$ cat config.mk
export PLATFORM = sky130hd
export DESIGN_NAME = i2c_xact_seq
export DESIGN_NICKNAME = d
export VERILOG_FILES = /design/src/rtl/i2c_seq_pkg.sv /design/src/rtl/i2c_seq_addr_path.sv /design/src/rtl/i2c_seq_fail_ctr.sv /design/src/rtl/i2c_seq_ctrl.sv /design/src/rtl/i2c_xact_seq.sv
export SDC_FILE = /design/constraint.sdc
export NUM_CORES = 1
export LEC_CHECK = 0
export BUFFER_PORTS_ARGS = -buffer_cell sky130_fd_sc_hd__buf_2
export CAP_MARGIN = 30
export CORE_ASPECT_RATIO = 1.4
export CORE_UTILIZATION = 45
export CTS_CLUSTER_SIZE = 14
export DETAILED_ROUTE_END_ITERATION = 6
export PLACE_DENSITY = 0.77
export SYNTH_ARGS = -nofsm -noshare
export SYNTH_HDL_FRONTEND = slang
export SYNTH_SLANG_ARGS = --single-unit
export TNS_END_PERCENT = 1
$ cat constraint.sdc
create_clock -name clk -period 2.05 [get_ports clk]
set_input_delay 0.3075 -clock clk [delete_from_list [all_inputs] [get_ports clk]]
set_output_delay 0.3075 -clock clk [all_outputs]
set_load 0.01 [all_outputs]
$ cat src/rtl/i2c_seq_pkg.sv
package i2c_seq_pkg;

   typedef enum logic [1:0] {
      CMD_START = 2'd0,
      CMD_STOP  = 2'd1,
      CMD_WRITE = 2'd2,
      CMD_READ  = 2'd3
   } eng_cmd_e;

   typedef enum logic [1:0] {
      OP_PROBE = 2'd0,
      OP_WRITE = 2'd1,
      OP_READ  = 2'd2,
      OP_ALT   = 2'd3
   } req_op_e;

   typedef enum logic [3:0] {
      S_IDLE,
      S_START1,
      S_DEVW,
      S_ADDR,
      S_STOP1,
      S_START2,
      S_DEVR,
      S_RDATA,
      S_WREQ,
      S_WDATA,
      S_STOP_END,
      S_DONE
   } seq_state_e;

endpackage

$ cat src/rtl/i2c_seq_addr_path.sv
module i2c_seq_addr_path #(
   parameter int          MAX_ALEN = 4,
   parameter logic [6:0]  OVF_MASK = 7'h00,
   localparam int         ADDR_W   = 8 * MAX_ALEN,
   localparam int         ALEN_W   = $clog2(MAX_ALEN + 1)
) (
   input  logic [6:0]        req_dev,
   input  logic [ADDR_W-1:0] req_addr,
   input  logic [ALEN_W-1:0] req_alen,
   input  logic [ADDR_W-1:0] addr_q,
   input  logic [ALEN_W-1:0] idx_q,
   output logic [6:0]        dev_fold,
   output logic [7:0]        addr_byte
);

   // byte selector for the register address, index counts down to 0
   logic [ADDR_W-1:0] byte_sh;
   assign byte_sh   = addr_q >> {idx_q, 3'b000};
   assign addr_byte = byte_sh[7:0];

   generate
      if (OVF_MASK != 7'h00) begin : g_fold
         // pad so a shift by the full address width yields zero
         logic [ADDR_W+7:0] ext;
         logic [ADDR_W+7:0] upper;
         assign ext      = {8'h00, req_addr};
         assign upper    = ext >> {req_alen, 3'b000};
         assign dev_fold = req_dev | (upper[6:0] & OVF_MASK);
      end else begin : g_plain
         logic unused_fold;
         assign unused_fold = ^{req_addr, req_alen};
         assign dev_fold    = req_dev;
      end
   endgenerate

endmodule

$ cat src/rtl/i2c_seq_fail_ctr.sv
module i2c_seq_fail_ctr #(
   parameter int CNT_W = 8
) (
   input  logic             clk,
   input  logic             rst_n,
   input  logic             clr,
   input  logic             inc,
   output logic [CNT_W-1:0] cnt
);

   always_ff @(posedge clk or negedge rst_n) begin
      if (!rst_n)
         cnt <= '0;
      else if (clr)
         cnt <= '0;
      else if (inc && (cnt != '1))
         cnt <= cnt + 1'b1;
   end

endmodule

$ cat src/rtl/i2c_seq_ctrl.sv
module i2c_seq_ctrl
   import i2c_seq_pkg::*;
#(
   parameter int MAX_ALEN = 4,
   parameter int LEN_W    = 8,
   localparam int ADDR_W  = 8 * MAX_ALEN,
   localparam int ALEN_W  = $clog2(MAX_ALEN + 1)
) (
   input  logic              clk,
   input  logic              rst_n,
   input  logic              req_valid,
   output logic              req_ready,
   input  logic [1:0]        req_op,
   input  logic [6:0]        dev_fold,
   input  logic [ADDR_W-1:0] req_addr,
   input  logic [ALEN_W-1:0] req_alen,
   input  logic [LEN_W-1:0]  req_len,
   output logic              wr_req,
   input  logic              wr_valid,
   input  logic [7:0]        wr_data,
   output logic              rd_valid,
   output logic [7:0]        rd_data,
   output logic              resp_done,
   output logic              resp_err,
   output logic              eng_cmd_valid,
   output logic [1:0]        eng_cmd,
   output logic [7:0]        eng_wbyte,
   output logic              eng_rd_nack,
   input  logic              eng_done,
   input  logic              eng_rx_nack,
   input  logic [7:0]        eng_rx_byte,
   output logic [ADDR_W-1:0] addr_q,
   output logic [ALEN_W-1:0] idx_q,
   input  logic [7:0]        addr_byte,
   output logic              accept,
   output logic              fail_inc
);

   seq_state_e        state;
   req_op_e           op_q;
   logic              pend;
   logic [6:0]        dev_q;
   logic [ALEN_W-1:0] alen_q;
   logic [LEN_W-1:0]  rem_q;
   logic [7:0]        wbyte_q;
   logic              err_q;
   logic              step;
   logic              cmd_st;
   eng_cmd_e          cmd_sel;
   logic              last_rem;

   assign step      = pend && eng_done;
   assign last_rem  = (rem_q == LEN_W'(1));
   assign req_ready = (state == S_IDLE);
   assign accept    = req_ready && req_valid;
   assign wr_req    = (state == S_WREQ);
   assign resp_done = (state == S_DONE);
   assign resp_err  = err_q;
   assign fail_inc  = step && (state == S_WDATA) && eng_rx_nack;

   always_comb begin
      cmd_st    = 1'b0;
      cmd_sel   = CMD_WRITE;
      eng_wbyte = 8'h00;
      case (state)
         S_START1, S_START2: begin
            cmd_st  = 1'b1;
            cmd_sel = CMD_START;
         end
         S_STOP1, S_STOP_END: begin
            cmd_st  = 1'b1;
            cmd_sel = CMD_STOP;
         end
         S_DEVW: begin
            cmd_st    = 1'b1;
            eng_wbyte = {dev_q, 1'b0};
         end
         S_ADDR: begin
            cmd_st    = 1'b1;
            eng_wbyte = addr_byte;
         end
         S_DEVR: begin
            cmd_st    = 1'b1;
            eng_wbyte = {dev_q, 1'b1};
         end
         S_WDATA: begin
            cmd_st    = 1'b1;
            eng_wbyte = wbyte_q;
         end
         S_RDATA: begin
            cmd_st  = 1'b1;
            cmd_sel = CMD_READ;
         end
         default: ;
      endcase
   end

   assign eng_cmd_valid = cmd_st && !pend;
   assign eng_cmd       = cmd_sel;
   assign eng_rd_nack   = (state == S_RDATA) && last_rem;

   always_ff @(posedge clk or negedge rst_n) begin
      if (!rst_n) begin
         state    <= S_IDLE;
         op_q     <= OP_PROBE;
         pend     <= 1'b0;
         dev_q    <= '0;
         addr_q   <= '0;
         alen_q   <= '0;
         idx_q    <= '0;
         rem_q    <= '0;
         wbyte_q  <= '0;
         err_q    <= 1'b0;
         rd_valid <= 1'b0;
         rd_data  <= '0;
      end else begin
         rd_valid <= 1'b0;
         if (eng_cmd_valid) pend <= 1'b1;
         if (step)          pend <= 1'b0;
         case (state)
            S_IDLE: if (req_valid) begin
               op_q   <= (req_op == OP_ALT) ? OP_PROBE : req_op_e'(req_op);
               dev_q  <= dev_fold;
               addr_q <= req_addr;
               alen_q <= req_alen;
               rem_q  <= req_len;
               err_q  <= 1'b0;
               state  <= S_START1;
            end
            S_START1: if (step)
               state <= (op_q == OP_READ && alen_q == '0) ? S_DEVR : S_DEVW;
            S_DEVW: if (step) begin
               if (eng_rx_nack) begin
                  err_q <= 1'b1;
                  state <= S_STOP_END;
               end else if (op_q == OP_PROBE)
                  state <= S_STOP_END;
               else if (alen_q != '0) begin
                  idx_q <= alen_q - 1'b1;
                  state <= S_ADDR;
               end else
                  state <= (rem_q == '0) ? S_STOP_END : S_WREQ;
            end
            S_ADDR: if (step) begin
               if (eng_rx_nack) begin
                  err_q <= 1'b1;
                  state <= S_DONE;
               end else if (idx_q != '0)
                  idx_q <= idx_q - 1'b1;
               else if (op_q == OP_READ)
                  state <= S_STOP1;
               else
                  state <= (rem_q == '0) ? S_STOP_END : S_WREQ;
            end
            S_STOP1:  if (step) state <= S_START2;
            S_START2: if (step) state <= S_DEVR;
            S_DEVR:   if (step) state <= (rem_q == '0) ? S_STOP_END : S_RDATA;
            S_RDATA: if (step) begin
               rd_valid <= 1'b1;
               rd_data  <= eng_rx_byte;
               rem_q    <= rem_q - 1'b1;
               if (last_rem) state <= S_STOP_END;
            end
            S_WREQ: if (wr_valid) begin
               wbyte_q <= wr_data;
               state   <= S_WDATA;
            end
            S_WDATA: if (step) begin
               rem_q <= rem_q - 1'b1;
               state <= last_rem ? S_STOP_END : S_WREQ;
            end
            S_STOP_END: if (step) state <= S_DONE;
            S_DONE:     state <= S_IDLE;
            default:    state <= S_IDLE;
         endcase
      end
   end

endmodule

$ cat src/rtl/i2c_xact_seq.sv
module i2c_xact_seq #(
   parameter int          MAX_ALEN = 4,
   parameter int          LEN_W    = 8,
   parameter logic [6:0]  OVF_MASK = 7'h00,
   localparam int         ADDR_W   = 8 * MAX_ALEN,
   localparam int         ALEN_W   = $clog2(MAX_ALEN + 1)
) (
   input  logic              clk,
   input  logic              rst_n,
   input  logic              req_valid,
   output logic              req_ready,
   input  logic [1:0]        req_op,
   input  logic [6:0]        req_dev,
   input  logic [ADDR_W-1:0] req_addr,
   input  logic [ALEN_W-1:0] req_alen,
   input  logic [LEN_W-1:0]  req_len,
   output logic              wr_req,
   input  logic              wr_valid,
   input  logic [7:0]        wr_data,
   output logic              rd_valid,
   output logic [7:0]        rd_data,
   output logic              resp_done,
   output logic              resp_err,
   output logic [LEN_W-1:0]  resp_fails,
   output logic              eng_cmd_valid,
   output logic [1:0]        eng_cmd,
   output logic [7:0]        eng_wbyte,
   output logic              eng_rd_nack,
   input  logic              eng_done,
   input  logic              eng_rx_nack,
   input  logic [7:0]        eng_rx_byte
);

   generate
      if (MAX_ALEN < 1 || MAX_ALEN > 4) begin : g_bad_alen
         $error("MAX_ALEN must lie in 1..4");
      end
      if (LEN_W < 1 || LEN_W > 16) begin : g_bad_len
         $error("LEN_W must lie in 1..16");
      end
   endgenerate

   logic [6:0]        dev_fold;
   logic [7:0]        addr_byte;
   logic [ADDR_W-1:0] addr_q;
   logic [ALEN_W-1:0] idx_q;
   logic              accept;
   logic              fail_inc;

   i2c_seq_addr_path #(
      .MAX_ALEN (MAX_ALEN),
      .OVF_MASK (OVF_MASK)
   ) u_addr (
      .req_dev   (req_dev),
      .req_addr  (req_addr),
      .req_alen  (req_alen),
      .addr_q    (addr_q),
      .idx_q     (idx_q),
      .dev_fold  (dev_fold),
      .addr_byte (addr_byte)
   );

   i2c_seq_ctrl #(
      .MAX_ALEN (MAX_ALEN),
      .LEN_W    (LEN_W)
   ) u_ctrl (
      .clk           (clk),
      .rst_n         (rst_n),
      .req_valid     (req_valid),
      .req_ready     (req_ready),
      .req_op        (req_op),
      .dev_fold      (dev_fold),
      .req_addr      (req_addr),
      .req_alen      (req_alen),
      .req_len       (req_len),
      .wr_req        (wr_req),
      .wr_valid      (wr_valid),
      .wr_data       (wr_data),
      .rd_valid      (rd_valid),
      .rd_data       (rd_data),
      .resp_done     (resp_done),
      .resp_err      (resp_err),
      .eng_cmd_valid (eng_cmd_valid),
      .eng_cmd       (eng_cmd),
      .eng_wbyte     (eng_wbyte),
      .eng_rd_nack   (eng_rd_nack),
      .eng_done      (eng_done),
      .eng_rx_nack   (eng_rx_nack),
      .eng_rx_byte   (eng_rx_byte),
      .addr_q        (addr_q),
      .idx_q         (idx_q),
      .addr_byte     (addr_byte),
      .accept        (accept),
      .fail_inc      (fail_inc)
   );

   i2c_seq_fail_ctr #(
      .CNT_W (LEN_W)
   ) u_fails (
      .clk   (clk),
      .rst_n (rst_n),
      .clr   (accept),
      .inc   (fail_inc),
      .cnt   (resp_fails)
   );

endmodule

# Word-level counts from Yosys, hierarchy flattened
# Cells that the tools add are included.
# word_totals
ff_bits	86
out_inout_bits	33
wordCells	134
# classes
addsub	4
eq_ne	36
shifts	1
mux	48
reduce_logical	32
# op_table
operator	n
$mux 4	19
$pmux 4 s11	1
$mux 8	4
$ne 2x1->1 const B	16
$pmux 8 s4	1
$shr 32x6->8	1
$mux 3	8
$eq 4x3->1 const B	4
$eq 4x4->1 const B	4
$pmux 8 s2	1
$reduce_and 13->1	1
$reduce_bool 2->1	5
$reduce_or 9->1	1
$add 8x1->8 const B	1
$eq 4x2->1 const B	2
$eq 8x1->1 const B	1
$logic_and 1x1->1	8
$logic_not 8->1	1
$mux 1	8
$ne 2x2->1 const B	4
$ne 8x8->1 const B	1
$reduce_and 8->1	1
$reduce_or 2->1	4
$sub 8x1->8 const B	1
16 further kinds	23

# Logic depth before layout (Yosys ltp)
# logic_depth
word_depth	7
depth_mapped	8
ltp_nobuf	7

# Hierarchy
# From an unflattened synthesis, not the netlist that was laid out.
# unflattened
hier_cells	413
hier_area_um2	4538.1
# modules_own_cells
module	instances	cells_per_inst	area_per_inst_um2	seq_area_each_um2
i2c_seq_ctrl	1	334	3778.6	1951.9
i2c_seq_fail_ctr	1	42	444.2	200.2
i2c_seq_addr_path	1	37	315.3	0.0

# Least setup slack after synthesis
# Ideal clock, no wire load.
# synth_timing
kind	register to register
startpoint	reg u_ctrl.state[2]
endpoint	reg u_ctrl.addr_q[22]
arrival_ps	1700
setup_slack_ps	233
stages_incl_launch_ff	9
n_path_buf	4
period_less_slack_ps	1817
cell_sequence	dfrtp_1 buf_6 clkbuf_1 nor4_1 nand2_1 buf_2 buf_2 nand2_1 nand2_1
# synth_between
elab_chain_len	2
# synth_lines
item	line_no	rtl
start, declared	i2c_seq_ctrl.sv:39	seq_state_e state;
start signal, assigned	i2c_seq_ctrl.sv:131	state <= (op_q == OP_READ && alen_q == '0) ? S_DEVR : S_DEVW;
start signal, assigned	i2c_seq_ctrl.sv:142	state <= (rem_q == '0) ? S_STOP_END : S_WREQ;
start signal, assigned	i2c_seq_ctrl.sv:153	state <= (rem_q == '0) ? S_STOP_END : S_WREQ;
$logic_not 4->1	-	
named net req_ready	i2c_xact_seq.sv:11	output logic req_ready,
$reduce_and 2->1 (no source line)	-	
end signal, assigned	i2c_seq_ctrl.sv:124	addr_q <= req_addr;
end, declared	i2c_seq_ctrl.sv:32	output logic [ADDR_W-1:0] addr_q,
# The timed path passes the listed nets, and every way through them passes these cells.
# A chain may end at the register's enable or synchronous reset.

# Worst setup path after layout
# layout_timing
startpoint	reg u_ctrl.idx_q[1]
endpoint	out eng_wbyte[5]
# layout_between
elab_chain_len	2
# layout_lines
item	line_no	rtl
start, declared	i2c_seq_ctrl.sv:33	output logic [ALEN_W-1:0] idx_q,
start signal, assigned	i2c_seq_ctrl.sv:139	idx_q <= alen_q - 1'b1;
start signal, assigned	i2c_seq_ctrl.sv:149	idx_q <= idx_q - 1'b1;
$shr 32x6->8	i2c_seq_addr_path.sv:18	assign byte_sh = addr_q >> {idx_q, 3'b000};
$pmux 8 s4	i2c_seq_ctrl.sv:65	case (state)
end, declared	i2c_xact_seq.sv:27	output logic [7:0] eng_wbyte,
# No other way between the ends.

==> results.yml <==
outcome:
  status: "finished with violations"
  violations: "design-rule violations, negative setup slack"
cells_and_area:
  fill_cells: 853
  layout-drive-gt1-share_pct: 32.65
  synthToLayoutAreaGrowth_pct: 25.19
  fin_nets: 659
  num_antenna_cells: 0
  final_core_util_pct: 58.31
power_and_ir_drop:
  power_density_nw_per_um2: 1436
  p_int_mw: 4.914
  p_sw_share_pct: 37.95
  pwr-share-comb_pct: 41.6
  power_frac_clock_pct: 20.9
  seqPwrFrac_pct: 37.4
  ir_drop_v: 0.0008098
  switchingPower_mw: 3.006
  p_leak_nw: 2.830
worst_hold_path:
  hold_start: "req_addr[17]"
  hold_class: "in2reg"
clocking:
  insertion_delay_ps: 340
  cts.sinks: 86
  tritoncts: "built"
  path_clk_slew_ps: 60
  htreeDepth: 3
  cts_buffers: 9
  cts-root-buf: "clkbuf_16"
  clock_path_buffers: 2
  post-cts-setup-buffer-count: 0
sta:
  fmax_ghz: 0.4514
  setup_viol: 8
  slew_headroom_pct: 66.15
  worstMarginPinSlew_ps: 507.8
  fin_skew_ps: 8.217
  finalSetupTns_ps: -1129
  finalHoldViolations: 0
  rsz0062_at_grt: "true"
  worst_slack_ps: -165.4
  final-max-slew-violation-count: 0
  fin_crit_ps: 2215
  timing.final.crit_share_pct: 108.1
logic_synthesis:
  async_reset_ff_share_pct: 100.0
  ys_warn_count: 0
  synth_area_leaders: "dfrtp_1, nand2_1, mux2_2, mux4_2, nor2_1"
  synthFlopType: "dfrtp_1"
  yosys.area.top_type: "dfrtp_1"
  syn_area_um2: 4405
  synthXorXnorAreaFrac_pct: 0.5964
  post-synth-top-count-cell: "nand2_1"
  synth_common_cells: "nand2_1, dfrtp_1, nor2_1, o21ai_0"
  synth.area.mux_share_pct: 9.827
  synth_edf_count: 0
  synth_compound_area_share_pct: 11.30
  syn-num-nets: 544
  synth_area_per_cell_um2: 9.454
  ys_seq_area_share_pct: 48.85
  synthCells: 466
  ys_types: 57
  synth_top_family_by_area: "simple AND/OR/NAND/NOR gates"
  yosys.area.top_type_share_pct: 48.85
  synth-simple-area-share_pct: 24.20
  synth_fa_ha_area_share_pct: 1.136
  ys_ff_latch: 86
global_route:
  antenna_found_initial: 0
  grt-ovfl-total: 0
  grt_start_max_net_pins: 51
  grt_pass1_vias: 3774
  track_usage_pct: 22.33
  grt_pass1_wl_um: 17750
floorplanning:
  core.rowCount: 42
  die_y_um: 119.1
  initial_core_util_pct: 46.57
  die-area_um2: 10200
  fp.coreArea_um2: 9459
  io_pins: 107
  fp.dieW_um: 85.63
setup_path:
  end_kind: "output port"
  crit_path_start: "u_ctrl.idx_q[1]"
  r2r-start: "u_ctrl.state[0]"
  setup.worst_path.class: "reg2out"
  crit_arrival_ps: 1910
  critPathRequiredTime_ps: 1740
  startpoint_type: "register"
  crit_path_max_fanout: 11
detailed_routing:
  drt_iter0_drc: 356
  via_per_inst: 5.616
  wl_um: 10950
  num_vias: 3903
  dr.pass1.iters: 7
  drcViolationCount: 2
  avgRoutedWirePerCell_um: 15.75
  postRouteAntennaNets: 0
placed_design:
  gp_congestion: 0.8772
  dp.final_hpwl_um: 7857
  port-buffer-count: 106
job:
  max_cap_viol_count: 0
==> power groups by stage <==
stage	logic (mW)	registers [mW]	clock network [mW]
3_3_place_gp	3.15	2.91	0
5_1_grt	3.65	3.05	1.75
3_5_place_dp	3.23	2.95	0
4_1_cts	3.28	2.94	1.69
6_report	3.30	2.96	1.66
2_1_floorplan	2.29	2.73	0
==> registers in the layout (all words and copies together), names as in the netlist <==
name and cells:
u_ctrl.addr_q 32, u_ctrl.alen_q 3, u_ctrl.dev_q 7, u_ctrl.idx_q 3, u_ctrl.op_q 2, u_ctrl.pend 1, u_ctrl.rd_data 8, u_ctrl.rd_valid 1
u_ctrl.rem_q 8, u_ctrl.resp_err 1, u_ctrl.state 4, u_ctrl.wbyte_q 8, u_fails.cnt 8
==> per-layer routing <==
metal / wire (um) / part of all wire [%] / up-vias / global-route usage, %
met4: 385 / 3.5 / 0 / 11.04
li1: - / - / 1853 / -
met1: 4507 / 41 / 1876 / 25.91
met5: 0 / 0 / - / 0
met3: 526 / 4.8 / 29 / 4.851
met2: 5528 / 50 / 145 / 38.55
==> worst max-delay path, stage by stage, from the launching register on <==
cell and delay [ps]:
dfrtp_1 660, mux4_2 420, a222oi_1 290, inv_1 60, buf_2 140
==> per-stage QoR <==
stage / hold slack, ps / cell area (um2) / power (mW) / cells / worst slack [ps]
floorplan: 11.91 / 4405 / 5.024 / 466 / 232.7
global placement: 304.5 / 5165 / 6.052 / 679 / 138.8
detailed placement: 310.1 / 5165 / 6.183 / 679 / 57.34
CTS: 150.1 / 5500 / 7.911 / 695 / -188.5
global route: 156.5 / 5515 / 8.450 / 695 / -253.9
finish: 154.6 / 5515 / 7.920 / 695 / -165.4
==> what timing repair did <==
action | CTS | global route
pin swaps | 2 | 3
endpoints found under the hold margin | 36 | 0
gates resized for setup | 7 | 4
hold buffers | 1 | 0
setup endpoints to repair | 8 | 11
==> cell families (layout without fill, tap and decap cells) <==
group,Yosys count,after routing
AO/OA/AOI/OAI,71,71
AND/OR/NAND/NOR,234,234
multiplexers,31,31
XOR/XNOR,3,3
buffers and inverters,37,156
flip-flops,86,86
adder cells (fa/ha/maj),4,4
==> cells in the final DEF (no fill, tap or decap), drive strengths merged, types with 3 or more instances in the layout <==
cell type | netlist | final
a211oi | 4 | 4
a21oi | 17 | 17
a222oi | 7 | 7
buf | 18 | 129
clkbuf | 8 | 11
clkinv | 0 | 3
dfrtp | 86 | 86
ha | 4 | 4
inv | 11 | 11
mux2 | 18 | 18
mux2i | 5 | 5
mux4 | 8 | 8
nand2 | 146 | 146
nand2b | 4 | 4
nand3 | 5 | 5
nand4 | 7 | 7
nand4b | 3 | 3
nor2 | 30 | 30
nor2b | 3 | 3
nor3 | 13 | 13
nor3b | 3 | 3
nor4 | 5 | 5
o211ai | 3 | 3
o21ai | 22 | 22
or3 | 6 | 6
==> area by class of cell <==
class	count	area, um2	area share, %
multi-input combinational	343	2105	38.16
tap	110	137.6	2.495
clock buffer	11	252.7	4.583
inverter	11	41.29	0.7486
sequential	86	2157	39.11
timing repair buffer	130	765.7	13.88
clock inverter	4	56.30	1.021
==> final timing paths <==
| kind | cells after the start | to | slack [ps] |
|---|---|---|---|
| worst max-delay path | 4 | eng_wbyte[5] | -170 |
| worst min-delay path | 3 | u_ctrl.addr_q[17] | 150 |
| worst max register to register | 4 | u_ctrl.idx_q[0] | 110 |
| worst min register to register | 2 | u_ctrl.addr_q[22] | 470 |
| max in group asynchronous | 3 | u_ctrl.state[3] | 940 |
| min in group asynchronous | 2 | u_ctrl.state[1] | 480 |
No activity file was read; power rests on OpenSTA's default activity.
